<file path="src/rtl/bpt_pkg.sv">
package bpt_pkg;

  localparam int NUM_PHASES = 6;
  localparam int PH_ARB = 0;
  localparam int PH_REQ = 1;
  localparam int PH_ERR = 2;
  localparam int PH_SNP = 3;
  localparam int PH_RSP = 4;
  localparam int PH_DAT = 5;

  typedef enum logic [1:0] {
    RSP_NODATA   = 2'd0,
    RSP_NORMAL   = 2'd1,
    RSP_RETRY    = 2'd2,
    RSP_HARDFAIL = 2'd3
  } rsp_kind_e;

  typedef enum logic [1:0] {
    SRC_RESPONDER = 2'd0,
    SRC_REQUESTER = 2'd1,
    SRC_SNOOPER   = 2'd2
  } data_src_e;

  // A deferred snoop overrides whatever code the responder presents.
  function automatic rsp_kind_e effective_kind(input logic [1:0] code, input logic deferred);
    if (deferred) return RSP_RETRY;
    return rsp_kind_e'(code);
  endfunction

  function automatic data_src_e pick_source(input logic is_write, input logic hit);
    if (is_write) return SRC_REQUESTER;
    if (hit)      return SRC_SNOOPER;
    return SRC_RESPONDER;
  endfunction

  function automatic logic retires_early(input rsp_kind_e kind);
    return kind != RSP_NORMAL;
  endfunction

endpackage

</file>
<file path="src/rtl/bpt_id_pool.sv">
module bpt_id_pool #(
  parameter int MAX_OUT = 4,
  parameter int NFREE   = 4,
  localparam int ID_W   = (MAX_OUT > 1) ? $clog2(MAX_OUT) : 1,
  localparam int CNT_W  = $clog2(MAX_OUT + 1)
) (
  input  logic                  clk,
  input  logic                  rst_n,
  input  logic                  alloc_en,
  output logic [ID_W-1:0]       alloc_id,
  output logic                  full,
  output logic [CNT_W-1:0]      count,
  input  logic [NFREE-1:0]      free_en,
  input  logic [NFREE*ID_W-1:0] free_id
);

  logic [MAX_OUT-1:0] busy_q;
  logic [MAX_OUT-1:0] clr_mask;
  logic [MAX_OUT-1:0] set_mask;
  logic               found;

  always_comb begin
    alloc_id = '0;
    found    = 1'b0;
    for (int i = 0; i < MAX_OUT; i++) begin
      if (!busy_q[i] && !found) begin
        alloc_id = ID_W'(i);
        found    = 1'b1;
      end
    end
  end

  always_comb begin
    clr_mask = '0;
    for (int k = 0; k < NFREE; k++) begin
      if (free_en[k]) clr_mask[free_id[k*ID_W +: ID_W]] = 1'b1;
    end
  end

  always_comb begin
    set_mask = '0;
    if (alloc_en) set_mask[alloc_id] = 1'b1;
  end

  always_ff @(posedge clk) begin
    if (!rst_n) busy_q <= '0;
    else        busy_q <= (busy_q & ~clr_mask) | set_mask;
  end

  assign full  = &busy_q;
  assign count = CNT_W'($countones(busy_q));

  for (genvar k = 0; k < NFREE; k++) begin : g_free_chk
    AST_FREE_WAS_BUSY: assert property (@(posedge clk) disable iff (!rst_n)
      free_en[k] |-> busy_q[free_id[k*ID_W +: ID_W]]);
  end

endmodule

</file>
<file path="src/rtl/bpt_req_stage.sv">
module bpt_req_stage #(
  parameter int PKT_W = 32
) (
  input  logic             clk,
  input  logic             rst_n,
  input  logic             occ,
  input  logic             enter,
  input  logic             pkt_valid,
  input  logic [PKT_W-1:0] pkt,
  input  logic             pkt_par,
  input  logic             out_ready,
  output logic             take,
  output logic             done,
  output logic             bad
);

  logic seen_first_q;
  logic bad_acc_q;
  logic pkt_good;

  assign pkt_good = ~(^{pkt, pkt_par});
  // The second packet is only taken when the error phase can accept it.
  assign take = occ && pkt_valid && (!seen_first_q || out_ready);
  assign done = take && seen_first_q;
  assign bad  = bad_acc_q || !pkt_good;

  always_ff @(posedge clk) begin
    if (!rst_n) begin
      seen_first_q <= 1'b0;
      bad_acc_q    <= 1'b0;
    end else if (enter) begin
      seen_first_q <= 1'b0;
      bad_acc_q    <= 1'b0;
    end else if (take) begin
      seen_first_q <= !seen_first_q;
      bad_acc_q    <= !seen_first_q ? !pkt_good : 1'b0;
    end
  end

  AST_REQ_EMPTY_NO_COUNT: assert property (@(posedge clk) disable iff (!rst_n)
    (!occ && !enter) |=> !seen_first_q);

endmodule

</file>
<file path="src/rtl/bpt_data_stage.sv">
module bpt_data_stage #(
  parameter int DATA_BEATS = 4,
  localparam int CW = (DATA_BEATS > 1) ? $clog2(DATA_BEATS) : 1
) (
  input  logic clk,
  input  logic rst_n,
  input  logic active,
  input  logic enter,
  input  logic ready,
  output logic last,
  output logic leave
);

  logic [CW-1:0] beat_q;

  assign last  = (beat_q == CW'(DATA_BEATS - 1));
  assign leave = active && ready && last;

  always_ff @(posedge clk) begin
    if (!rst_n)                beat_q <= '0;
    else if (enter)            beat_q <= '0;
    else if (active && ready)  beat_q <= beat_q + 1'b1;
  end

  AST_DAT_STAYS: assert property (@(posedge clk) disable iff (!rst_n)
    (active && ready && !last) |=> active);

endmodule

</file>
<file path="src/rtl/bus_phase_tracker.sv">
module bus_phase_tracker
  import bpt_pkg::*;
#(
  parameter int MAX_OUT    = 4,
  parameter int PKT_W      = 32,
  parameter int DATA_BEATS = 4,
  localparam int ID_W      = (MAX_OUT > 1) ? $clog2(MAX_OUT) : 1
) (
  input  logic                       clk,
  input  logic                       rst_n,
  input  logic                       arb_req,
  input  logic                       arb_write,
  output logic                       arb_gnt,
  output logic [ID_W-1:0]            arb_gnt_id,
  output logic                       full,
  input  logic                       req_pkt_valid,
  input  logic [PKT_W-1:0]           req_pkt,
  input  logic                       req_pkt_par,
  input  logic                       snoop_valid,
  input  logic                       snoop_hit,
  input  logic                       snoop_defer,
  input  logic                       resp_valid,
  input  logic [1:0]                 resp_code,
  input  logic                       data_ready,
  output logic [NUM_PHASES-1:0]      occ_valid,
  output logic [NUM_PHASES*ID_W-1:0] occ_id,
  output logic                       restart_valid,
  output logic [ID_W-1:0]            restart_id,
  output logic                       retry_valid,
  output logic [ID_W-1:0]            retry_id,
  output logic                       rsp_done_valid,
  output logic [ID_W-1:0]            rsp_done_id,
  output logic                       rsp_done_fail,
  output logic                       dat_done_valid,
  output logic [ID_W-1:0]            dat_done_id,
  output logic                       data_active,
  output logic [1:0]                 data_src
);

  localparam int CNT_W = $clog2(MAX_OUT + 1);
  localparam int NFREE = 4;

  // Per-phase occupant state
  logic [NUM_PHASES-1:0] v_q;
  logic [ID_W-1:0]       id_q [NUM_PHASES];
  logic [PH_RSP:0]       wr_q;
  logic                  err_bad_q;
  logic                  rsp_hit_q;
  logic                  rsp_def_q;
  data_src_e             dat_src_q;

  // Named movement events
  logic      arb_move, arb_free;
  logic      req_take, req_done, req_bad, req_free;
  logic      err_fail, err_pass, err_free;
  logic      snp_fire, snp_free;
  rsp_kind_e rsp_kind;
  logic      rsp_fire, rsp_to_dat, rsp_free;
  logic      dat_last, dat_leave, dat_free;

  logic [ID_W-1:0]       alloc_id;
  logic                  pool_full;
  logic [CNT_W-1:0]      pool_count;
  logic [NFREE-1:0]      free_en;
  logic [NFREE*ID_W-1:0] free_id;

  // Ready chain, evaluated from the data phase backwards
  assign dat_free   = !v_q[PH_DAT] || dat_leave;
  assign rsp_kind   = effective_kind(resp_code, rsp_def_q);
  assign rsp_fire   = v_q[PH_RSP] && resp_valid && (retires_early(rsp_kind) || dat_free);
  assign rsp_to_dat = rsp_fire && (rsp_kind == RSP_NORMAL);
  assign rsp_free   = !v_q[PH_RSP] || rsp_fire;
  assign snp_fire   = v_q[PH_SNP] && snoop_valid && rsp_free;
  assign snp_free   = !v_q[PH_SNP] || snp_fire;
  assign err_fail   = v_q[PH_ERR] && err_bad_q;
  assign err_pass   = v_q[PH_ERR] && !err_bad_q && snp_free;
  assign err_free   = !v_q[PH_ERR] || err_fail || err_pass;
  assign req_free   = !v_q[PH_REQ] || req_done;
  assign arb_move   = v_q[PH_ARB] && req_free;
  assign arb_free   = !v_q[PH_ARB] || arb_move;
  assign arb_gnt    = arb_req && !pool_full && arb_free;

  bpt_id_pool #(.MAX_OUT(MAX_OUT), .NFREE(NFREE)) u_pool (
    .clk      (clk),
    .rst_n    (rst_n),
    .alloc_en (arb_gnt),
    .alloc_id (alloc_id),
    .full     (pool_full),
    .count    (pool_count),
    .free_en  (free_en),
    .free_id  (free_id)
  );

  bpt_req_stage #(.PKT_W(PKT_W)) u_req (
    .clk       (clk),
    .rst_n     (rst_n),
    .occ       (v_q[PH_REQ]),
    .enter     (arb_move),
    .pkt_valid (req_pkt_valid),
    .pkt       (req_pkt),
    .pkt_par   (req_pkt_par),
    .out_ready (err_free),
    .take      (req_take),
    .done      (req_done),
    .bad       (req_bad)
  );

  bpt_data_stage #(.DATA_BEATS(DATA_BEATS)) u_dat (
    .clk    (clk),
    .rst_n  (rst_n),
    .active (v_q[PH_DAT]),
    .enter  (rsp_to_dat),
    .ready  (data_ready),
    .last   (dat_last),
    .leave  (dat_leave)
  );

  always_ff @(posedge clk) begin
    if (!rst_n) begin
      v_q       <= '0;
      wr_q      <= '0;
      err_bad_q <= 1'b0;
      rsp_hit_q <= 1'b0;
      rsp_def_q <= 1'b0;
      dat_src_q <= SRC_RESPONDER;
      for (int s = 0; s < NUM_PHASES; s++) id_q[s] <= '0;
    end else begin
      if (arb_gnt) begin
        v_q[PH_ARB]  <= 1'b1;
        id_q[PH_ARB] <= alloc_id;
        wr_q[PH_ARB] <= arb_write;
      end else if (arb_move) begin
        v_q[PH_ARB]  <= 1'b0;
      end

      if (arb_move) begin
        v_q[PH_REQ]  <= 1'b1;
        id_q[PH_REQ] <= id_q[PH_ARB];
        wr_q[PH_REQ] <= wr_q[PH_ARB];
      end else if (req_done) begin
        v_q[PH_REQ]  <= 1'b0;
      end

      if (req_done) begin
        v_q[PH_ERR]  <= 1'b1;
        id_q[PH_ERR] <= id_q[PH_REQ];
        wr_q[PH_ERR] <= wr_q[PH_REQ];
        err_bad_q    <= req_bad;
      end else if (err_fail || err_pass) begin
        v_q[PH_ERR]  <= 1'b0;
      end

      if (err_pass) begin
        v_q[PH_SNP]  <= 1'b1;
        id_q[PH_SNP] <= id_q[PH_ERR];
        wr_q[PH_SNP] <= wr_q[PH_ERR];
      end else if (snp_fire) begin
        v_q[PH_SNP]  <= 1'b0;
      end

      if (snp_fire) begin
        v_q[PH_RSP]  <= 1'b1;
        id_q[PH_RSP] <= id_q[PH_SNP];
        wr_q[PH_RSP] <= wr_q[PH_SNP];
        rsp_hit_q    <= snoop_hit;
        rsp_def_q    <= snoop_defer;
      end else if (rsp_fire) begin
        v_q[PH_RSP]  <= 1'b0;
      end

      if (rsp_to_dat) begin
        v_q[PH_DAT]  <= 1'b1;
        id_q[PH_DAT] <= id_q[PH_RSP];
        dat_src_q    <= pick_source(wr_q[PH_RSP], rsp_hit_q);
      end else if (dat_leave) begin
        v_q[PH_DAT]  <= 1'b0;
      end
    end
  end

  // Retirement events
  assign restart_valid  = err_fail;
  assign restart_id     = id_q[PH_ERR];
  assign retry_valid    = rsp_fire && (rsp_kind == RSP_RETRY);
  assign retry_id       = id_q[PH_RSP];
  assign rsp_done_valid = rsp_fire && ((rsp_kind == RSP_NODATA) || (rsp_kind == RSP_HARDFAIL));
  assign rsp_done_id    = id_q[PH_RSP];
  assign rsp_done_fail  = rsp_done_valid && (rsp_kind == RSP_HARDFAIL);
  assign dat_done_valid = dat_leave;
  assign dat_done_id    = id_q[PH_DAT];

  assign free_en = {dat_leave, rsp_done_valid, retry_valid, restart_valid};
  assign free_id = {id_q[PH_DAT], id_q[PH_RSP], id_q[PH_RSP], id_q[PH_ERR]};

  assign arb_gnt_id  = alloc_id;
  assign full        = pool_full;
  assign occ_valid   = v_q;
  assign data_active = v_q[PH_DAT];
  assign data_src    = dat_src_q;

  for (genvar s = 0; s < NUM_PHASES; s++) begin : g_occ
    assign occ_id[s*ID_W +: ID_W] = id_q[s];
  end

  AST_OCC_MATCH_POOL: assert property (@(posedge clk) disable iff (!rst_n)
    $countones(v_q) == int'(pool_count));

  AST_SNOOP_HOLD: assert property (@(posedge clk) disable iff (!rst_n)
    (v_q[PH_SNP] && !snoop_valid) |=> (v_q[PH_SNP] && $stable(id_q[PH_SNP])));

  AST_NO_DATA_PHASE: assert property (@(posedge clk) disable iff (!rst_n)
    (v_q[PH_RSP] && resp_valid && (resp_code != RSP_NORMAL))
      |=> !(v_q[PH_DAT] && (id_q[PH_DAT] == $past(id_q[PH_RSP]))));

  AST_RESTART_NO_SNOOP: assert property (@(posedge clk) disable iff (!rst_n)
    restart_valid |=> !(v_q[PH_SNP] && (id_q[PH_SNP] == $past(restart_id))));

  AST_SRC_STABLE: assert property (@(posedge clk) disable iff (!rst_n)
    (v_q[PH_DAT] && !data_ready) |=> $stable(data_src));

endmodule

</file>
<file path="config.mk">
export PLATFORM = sky130hd
export DESIGN_NAME = bus_phase_tracker
export DESIGN_NICKNAME = d
export VERILOG_FILES = /design/src/rtl/bpt_pkg.sv /design/src/rtl/bpt_id_pool.sv /design/src/rtl/bpt_req_stage.sv /design/src/rtl/bpt_data_stage.sv /design/src/rtl/bus_phase_tracker.sv
export SDC_FILE = /design/constraint.sdc
export NUM_CORES = 1
export LEC_CHECK = 0
export ABC_AREA = 1
export BUFFER_PORTS_ARGS = -buffer_cell sky130_fd_sc_hd__buf_2
export CORE_ASPECT_RATIO = 0.8
export CORE_MARGIN = 2
export CORE_UTILIZATION = 56
export CTS_CLUSTER_SIZE = 40
export DETAILED_ROUTE_END_ITERATION = 10
export PLACE_DENSITY = 0.94
export SKIP_CTS_REPAIR_TIMING = 1
export SYNTH_ARGS = -nofsm -noshare
export SYNTH_HDL_FRONTEND = slang
export SYNTH_SLANG_ARGS = --single-unit
</file>
<file path="constraint.sdc">
create_clock -name clk -period 2.6 [get_ports clk]
set_input_delay 0.13 -clock clk [delete_from_list [all_inputs] [get_ports clk]]
set_output_delay 0.13 -clock clk [all_outputs]
set_load 0.01 [all_outputs]
</file>
# == Word-level counts from Yosys, hierarchy flattened ==
# Memory sizes are Yosys's and may differ from the RTL's.
# Index checks and enable logic that the tools add are counted.
# word_totals
reg_bits,24
inputBits,45
rom_bits,0
ram_bits,12
word_cells,181
mem_count,1
latchBits,0
output_inout_bits,38
# memory_table
memory,depth,word_bits,rd,rd_ports_with_merged_regs,wr,line,rtl
id_q,6,2,6,0,6,bus_phase_tracker.sv:45,logic [ID_W-1:0] id_q [NUM_PHASES];
# op_classes
mul,0
shifts,0
eq_ne,5
n_addsub,1
n_div,0
bitwise,13
n_lt_le_gt_ge,8
reduce_logical,63
muxes,71
# op_table
cell,n
1-bit two-way mux,48
33-bit parity,1
2-bit two-way mux,14
1-bit logical AND,26
4-bit two-way mux,5
4-bit bitwise OR,4
1-bit logical NOT,14
1-bit logical OR,12
"2-bit by 3-bit less-than comparator with 1-bit output, second input constant",4
2-bit nonzero test,6
1-bit demux with 2-bit select,4
"2-bit by 1-bit greater-or-equal comparator with 1-bit output, second input constant",4
"2-bit equality test, second input constant",3
1-bit bitwise OR,6
4-bit AND,1
4-bit NOT,1
4-bit AND reduction,1
2-bit OR reduction,2
"2-bit by 1-bit adder with 2-bit output, second input constant",1
"2-bit by 1-bit equality test with 1-bit output, second input constant",1
2-bit logical NOT,1
"2-bit by 1-bit inequality test with 1-bit output, second input constant",1
1-bit NOT,1

# == Logic depth before layout (Yosys ltp) ==
# logic_depth
word_depth,21
depth_mapped,17
ltp_nobuf,17

# == Hierarchy ==
# From an unflattened synthesis, not the netlist that was laid out.
# unflattened
hier_cells,422
area_unflattened_um2,2725.1
# by_module_without_submodules
module,instances,cells_per_inst,area_each_um2,seq_area_each_um2
bus_phase_tracker,1,151,1316.3,680.7
bpt_req_stage,1,177,834.6,40.0
bpt_id_pool,1,77,456.7,80.1
bpt_data_stage,1,17,117.6,40.0

# == Least setup slack after synthesis ==
# OpenSTA, ideal clock, no wires.
# synth_path
path_kind,register to register
from,register v_q[5] (netlist: occ_valid[5])
to,memory id_q[1][0] (netlist name) (enable)
path_buffers,0
synth_period_minus_slack_ps,1752
slack_ps,848
required_time_ps,2296
path_stages_with_launch,13
setup_time_ps,304
t_arrival_ps,1448
cell_sequence,dfxtp_1 > nand2_2 > nor2_4 > nor2_4 > nand2_2 > nand2_4 > nand2_4 > nand2_4 > nand3_4 > nand3_4 > nand2_1 > nand2_1 > nand2_1
# synth_rtl
element,line,rtl
start: declaration,bus_phase_tracker.sv:44,logic [NUM_PHASES-1:0] v_q;
start signal: assignment,bus_phase_tracker.sv:120,v_q <= '0;
start signal: indexed assignment,bus_phase_tracker.sv:129,v_q[PH_ARB] <= 1'b1;
start signal: indexed assignment,bus_phase_tracker.sv:133,v_q[PH_ARB] <= 1'b0;
end: declaration,bus_phase_tracker.sv:45,

# == Worst setup path after layout ==
# layout_path
from,register u_dat.beat_q[0]
to,output arb_gnt
# layout_via
elab_chain_len,17
# layout_lines
element,line,rtl
start: declaration,bpt_data_stage.sv:14,logic [CW-1:0] beat_q;
start signal: assignment,bpt_data_stage.sv:22,else if (active && ready) beat_q <= beat_q + 1'b1;
2-bit equality test,bpt_data_stage.sv:16,assign last = (beat_q == CW'(DATA_BEATS - 1));
1-bit logical AND,bpt_data_stage.sv:17,assign leave = active && ready && last;
1-bit logical OR,bus_phase_tracker.sv:68,assign dat_free = !v_q[PH_DAT] || dat_leave;
1-bit logical OR,bus_phase_tracker.sv:70,assign rsp_fire = v_q[PH_RSP] && resp_valid && (retires_early(rsp_kind) || dat_free);
1-bit logical AND,bus_phase_tracker.sv:70,
1-bit logical OR,bus_phase_tracker.sv:72,assign rsp_free = !v_q[PH_RSP] || rsp_fire;
1-bit logical AND,bus_phase_tracker.sv:73,assign snp_fire = v_q[PH_SNP] && snoop_valid && rsp_free;
1-bit logical OR,bus_phase_tracker.sv:74,assign snp_free = !v_q[PH_SNP] || snp_fire;
1-bit logical AND,bus_phase_tracker.sv:76,assign err_pass = v_q[PH_ERR] && !err_bad_q && snp_free;
1-bit logical OR,bus_phase_tracker.sv:77,assign err_free = !v_q[PH_ERR] || err_fail || err_pass;
1-bit logical OR,bpt_req_stage.sv:23,assign take = occ && pkt_valid && (!seen_first_q || out_ready);
1-bit logical AND,bpt_req_stage.sv:23,
1-bit logical AND,bpt_req_stage.sv:24,assign done = take && seen_first_q;
1-bit logical OR,bus_phase_tracker.sv:78,assign req_free = !v_q[PH_REQ] || req_done;
1-bit logical AND,bus_phase_tracker.sv:79,assign arb_move = v_q[PH_ARB] && req_free;
1-bit logical OR,bus_phase_tracker.sv:80,assign arb_free = !v_q[PH_ARB] || arb_move;
1-bit logical AND,bus_phase_tracker.sv:81,assign arb_gnt = arb_req && !pool_full && arb_free;
end: declaration,bus_phase_tracker.sv:13,"output logic arb_gnt,"
# No other way between the ends.

==> run summary <==
The flow ran to the end, and the final reports show no timing, DRC or antenna violations. The master cell of the clock root buffer is sky130_fd_sc_hd__clkbuf_8. The x dimension of the die came out at 80.93 µm. The hold path depth came out at 3.

The warning count from the yosys run came out at 0. Of all flip-flops after synthesis, the portion carrying an async set or reset was 0. The switching part of the total power came out at 0.3038. Setup repair after global routing left no endpoint under its margin. The minimum period implied by the final worst setup slack came out at 2.087 ns. The simple-gate portion of the synthesized area is 0.4611. The area growth from synthesis to final layout came out at 18.55%.

In this run the critical register-to-register path is captured at id_q[1][0]$_SDFFCE_PN0P_. 0 antenna diodes ended up in the layout. For this design the static power due to leakage is ~1.9 nW.

The synthesized area per cell is 5.945 µm². The worst slew margin relative to its limit is 0.7344. The boundary pin count came out at 83. The layout filler cell count is 385. The number of synthesized register bits came out at 36. The max-slew violation total from the final report was 0. The logic gate share of total power is 0.222. The portion of total power attributed to the clock network is 0.311. The path type of the worst setup path is flop to output port. Measured along the y axis, the die boundary spans 65.54 µm. The max-capacitance violation count came out at 0. The synthesized-area fraction occupied by adder cells came out at 0.01888. Yosys attributes the largest share of cell area to sky130_fd_sc_hd__nand2_1 31%, sky130_fd_sc_hd__dfxtp_1 18%, sky130_fd_sc_hd__edfxtp_1 14%. The worst register-to-register path begins at u_dat.beat_q[0]$_SDFFE_PP0P_. The number of cells on the worst reg-to-reg path is 13. The TritonCTS clock tree is built.

The total power density per cell area came out at 420.0 nW/µm². The top cell type's share of synthesized area is 0.3086. The combinational family with the most area after synthesis is simple AND/OR/NAND/NOR gates.

The maximum count of clock buffers along a single path came out at 2. The number of buffers added on ports came out at 82. The largest fanout on the critical path is 6.

The cell count after synthesis came out at 446. The reg-to-reg setup timing slack is slightly below 0.7 ns. The last weighted congestion value of the routability-driven placer is a little over 0.8. The area share of xor/xnor cells in the synthesized design came out at 0.003303. The internal cell power came out at between 0.0009 and 0.001 W. The number of H-tree levels is 2. The post-synthesis compound-gate area fraction came out at 0.04672. The fraction of power consumed by sequential logic is 0.467. The number of global-route vias before repair came to between 2000 and 3000. The antenna violation net count after detailed routing is 0. The insertion delay of the later-clocked pin in the worst-skew pair is roughly 0.3 ns. Measured against the total synthesized area, the mux share comes to 0. In the final timing run, aggregate negative setup slack is 0 ns. The net count after synthesis came out at between 400 and 500. The first routing iteration left 209 violations.

The source of the critical timing path is u_dat.beat_q[0]$_SDFFE_PP0P_. The setup clock skew after layout is between 0.008 and 0.009 ns. The element type at the critical path start is a flop.

The count of distinct cell types in the synthesized netlist came out at 25. The final critical-path share of the clock period is 0.8027. The maximum vdd ir drop is 188.2 µV. The share of final-layout standard cells stronger than drive strength 1 came out at 0.1966. The estimated wirelength of the detail-placed design is 5003 µm. The required time of the critical path came out at 2.47 ns. The library cell with the largest summed area after synthesis is sky130_fd_sc_hd__nand2_1.

The share of the Yosys chip area taken by registers is 0.3171. The most frequently used cell type in the post-synthesis netlist is sky130_fd_sc_hd__nand2_1. The starting density of the core is 0.5802. The detail-routed via count per cell came out at slightly below 5. By count the netlist is led by 218 x sky130_fd_sc_hd__nand2_1, 84 x sky130_fd_sc_hd__inv_1, 28 x sky130_fd_sc_hd__nor2_1.

The number of antenna violations at the first check in global routing came out at 0. The number of buffers created by CTS came out at 5. The post-route core utilization came out at 0.6878. The number of optimization iterations in the first detailed-route pass is 6.

After global routing the overflow that remains totals 0. The detail-routed net length per standard cell came out at 10.30 µm. The floorplan has 22 rows.

The highest clock frequency the design can meet came out at about 0.48 GHz. The overall die area is 5304 µm². The count of endpoints failing setup in the final report came out at 0. The TritonCTS sink count came out at 36. The global-route usage over all layers is 0.2442. The pin count of the biggest net entering global routing is 23.

The net count of the finished layout came out at roughly 570. For this run, the leading register cell type out of synthesis is sky130_fd_sc_hd__dfxtp_1. The total via count after detailed routing came out at approximately 2800. For this run, design rule violations remaining after detail routing come to 0. The critical path arrival is 1.96 ns.

The aggregate routed wire length came out at ~6000 µm. The most critical setup path has its endpoint at arb_gnt. The count of endpoints failing hold in the final timing report came out at 0. The placeable core area came out at between 4000 and 5000 µm².

The worst setup path is captured at an output port. The post-synth design cell area is between 2000 and 3000 µm². The net switching power of the design is 0.0004011 W. The tightest min-delay check is of the primary input to flop type. The first-pass GRT wire length is 10070 µm.

At the pin with the least slew margin, the transition time is between 0.3 and 0.4 ns. The number of enable flip-flop cells after synthesis came out at 12. The clock transition at the register clock pins on the worst setup and hold paths after CTS came out at 0.07 ns.
## layout make-up
type / instances / area [µm²] / area share
multi-input cells: 313 / 1405 / 0.4471
flip-flops and latches: 36 / 840.8 / 0.2675
repair buffers: 82 / 410.4 / 0.1306
inverters: 85 / 319.1 / 0.1015
clock buffers: 6 / 82.58 / 0.02627
well taps: 60 / 75.07 / 0.02389
clock inverters: 2 / 10.01 / 0.003185
## power by group through the flow
stage	clock network [W]	registers, W	logic [W]
floorplan	0	0.000630	0.000196
global placement	0	0.000627	0.000277
detailed placement	0	0.000628	0.000292
CTS	0.000417	0.000615	0.000294
global route	0.000445	0.000618	0.000342
finish	0.000410	0.000616	0.000294
## worst max-delay path, cell delays in order (launching register included)
cell and delay, ns:
sky130_fd_sc_hd__dfxtp_1 0.33, sky130_fd_sc_hd__ha_1 0.20, sky130_fd_sc_hd__inv_1 0.10, sky130_fd_sc_hd__nor2_4 0.07
sky130_fd_sc_hd__nor2_4 0.09, sky130_fd_sc_hd__nand2_2 0.07, sky130_fd_sc_hd__nand2_4 0.09, sky130_fd_sc_hd__nand2_4 0.07
sky130_fd_sc_hd__nand2_4 0.08, sky130_fd_sc_hd__nand3_4 0.08, sky130_fd_sc_hd__nand3_4 0.10, sky130_fd_sc_hd__nand3_4 0.08
sky130_fd_sc_hd__nand2_4 0.12, sky130_fd_sc_hd__inv_1 0.04, sky130_fd_sc_hd__buf_2 0.13
## cells by family (layout without fill, tap and decap cells)
family,after synthesis,count (layout)
compound gates,22,22
xor+xnor,1,1
fa+ha+maj,4,4
buf+inv,97,175
flops,36,36
simple gates,286,286
## cell usage in the layout (no fill, tap or decap), types with 2 or more instances in the layout
master / n
sky130_fd_sc_hd__clkbuf_8: 6
sky130_fd_sc_hd__nand2_4: 4
sky130_fd_sc_hd__o22ai_1: 4
sky130_fd_sc_hd__a31oi_1: 5
sky130_fd_sc_hd__inv_1: 84
sky130_fd_sc_hd__nor2_4: 2
sky130_fd_sc_hd__a21oi_1: 7
sky130_fd_sc_hd__buf_2: 82
sky130_fd_sc_hd__edfxtp_1: 12
sky130_fd_sc_hd__nand3_4: 3
sky130_fd_sc_hd__ha_1: 4
sky130_fd_sc_hd__clkinv_2: 2
sky130_fd_sc_hd__nor2_1: 28
sky130_fd_sc_hd__nand2_1: 218
sky130_fd_sc_hd__nand3_1: 22
sky130_fd_sc_hd__nand2_2: 2
sky130_fd_sc_hd__nor3_1: 2
sky130_fd_sc_hd__dfxtp_1: 24
sky130_fd_sc_hd__nand4_1: 3
sky130_fd_sc_hd__o21ai_0: 5
## sequential cells by signal, indices dropped and copies added (netlist names)
name                flops
id_q                   12
occ_valid               6
wr_q                    5
u_pool.busy_q           4
data_src                2
u_dat.beat_q            2
err_bad_q               1
rsp_def_q               1
rsp_hit_q               1
u_req.bad_acc_q         1
u_req.seen_first_q      1
## worst min-delay path by stage
stage | startpoint | endpoint | slack (ns)
floorplan | arb_write | wr_q[0]$_SDFFE_PN0P_ | 0.23
global placement | arb_write | wr_q[0]$_SDFFE_PN0P_ | 0.34
detailed placement | arb_write | wr_q[0]$_SDFFE_PN0P_ | 0.34
CTS | arb_write | wr_q[0]$_SDFFE_PN0P_ | 0.03
global route | arb_write | wr_q[0]$_SDFFE_PN0P_ | 0.03
finish | arb_write | wr_q[0]$_SDFFE_PN0P_ | 0.05
## metrics by stage
stage          cells  hold WS [ns]  worst slack, ns  total power (W)  area [µm²]
2_1_floorplan    446        0.2331           0.8485        0.0008258        2651
3_3_place_gp     576        0.3421           0.8202        0.0009032        3050
3_5_place_dp     576        0.3365           0.7103        0.0009200        3050
4_1_cts          584       0.03341           0.5082         0.001326        3143
5_1_grt          584       0.03265           0.3775         0.001405        3143
6_report         584       0.04681           0.5129         0.001320        3143
## per-layer routing
layer | global-route usage | up-vias | part of all wire
li1 | - | 1490 | -
met1 | 0.2857 | 1232 | 0.42
met2 | 0.4215 | 106 | 0.48
met3 | 0.06731 | 16 | 0.072
met4 | 0.09746 | 0 | 0.026
met5 | 0 | - | 0
(Power assumes the default switching activity.)
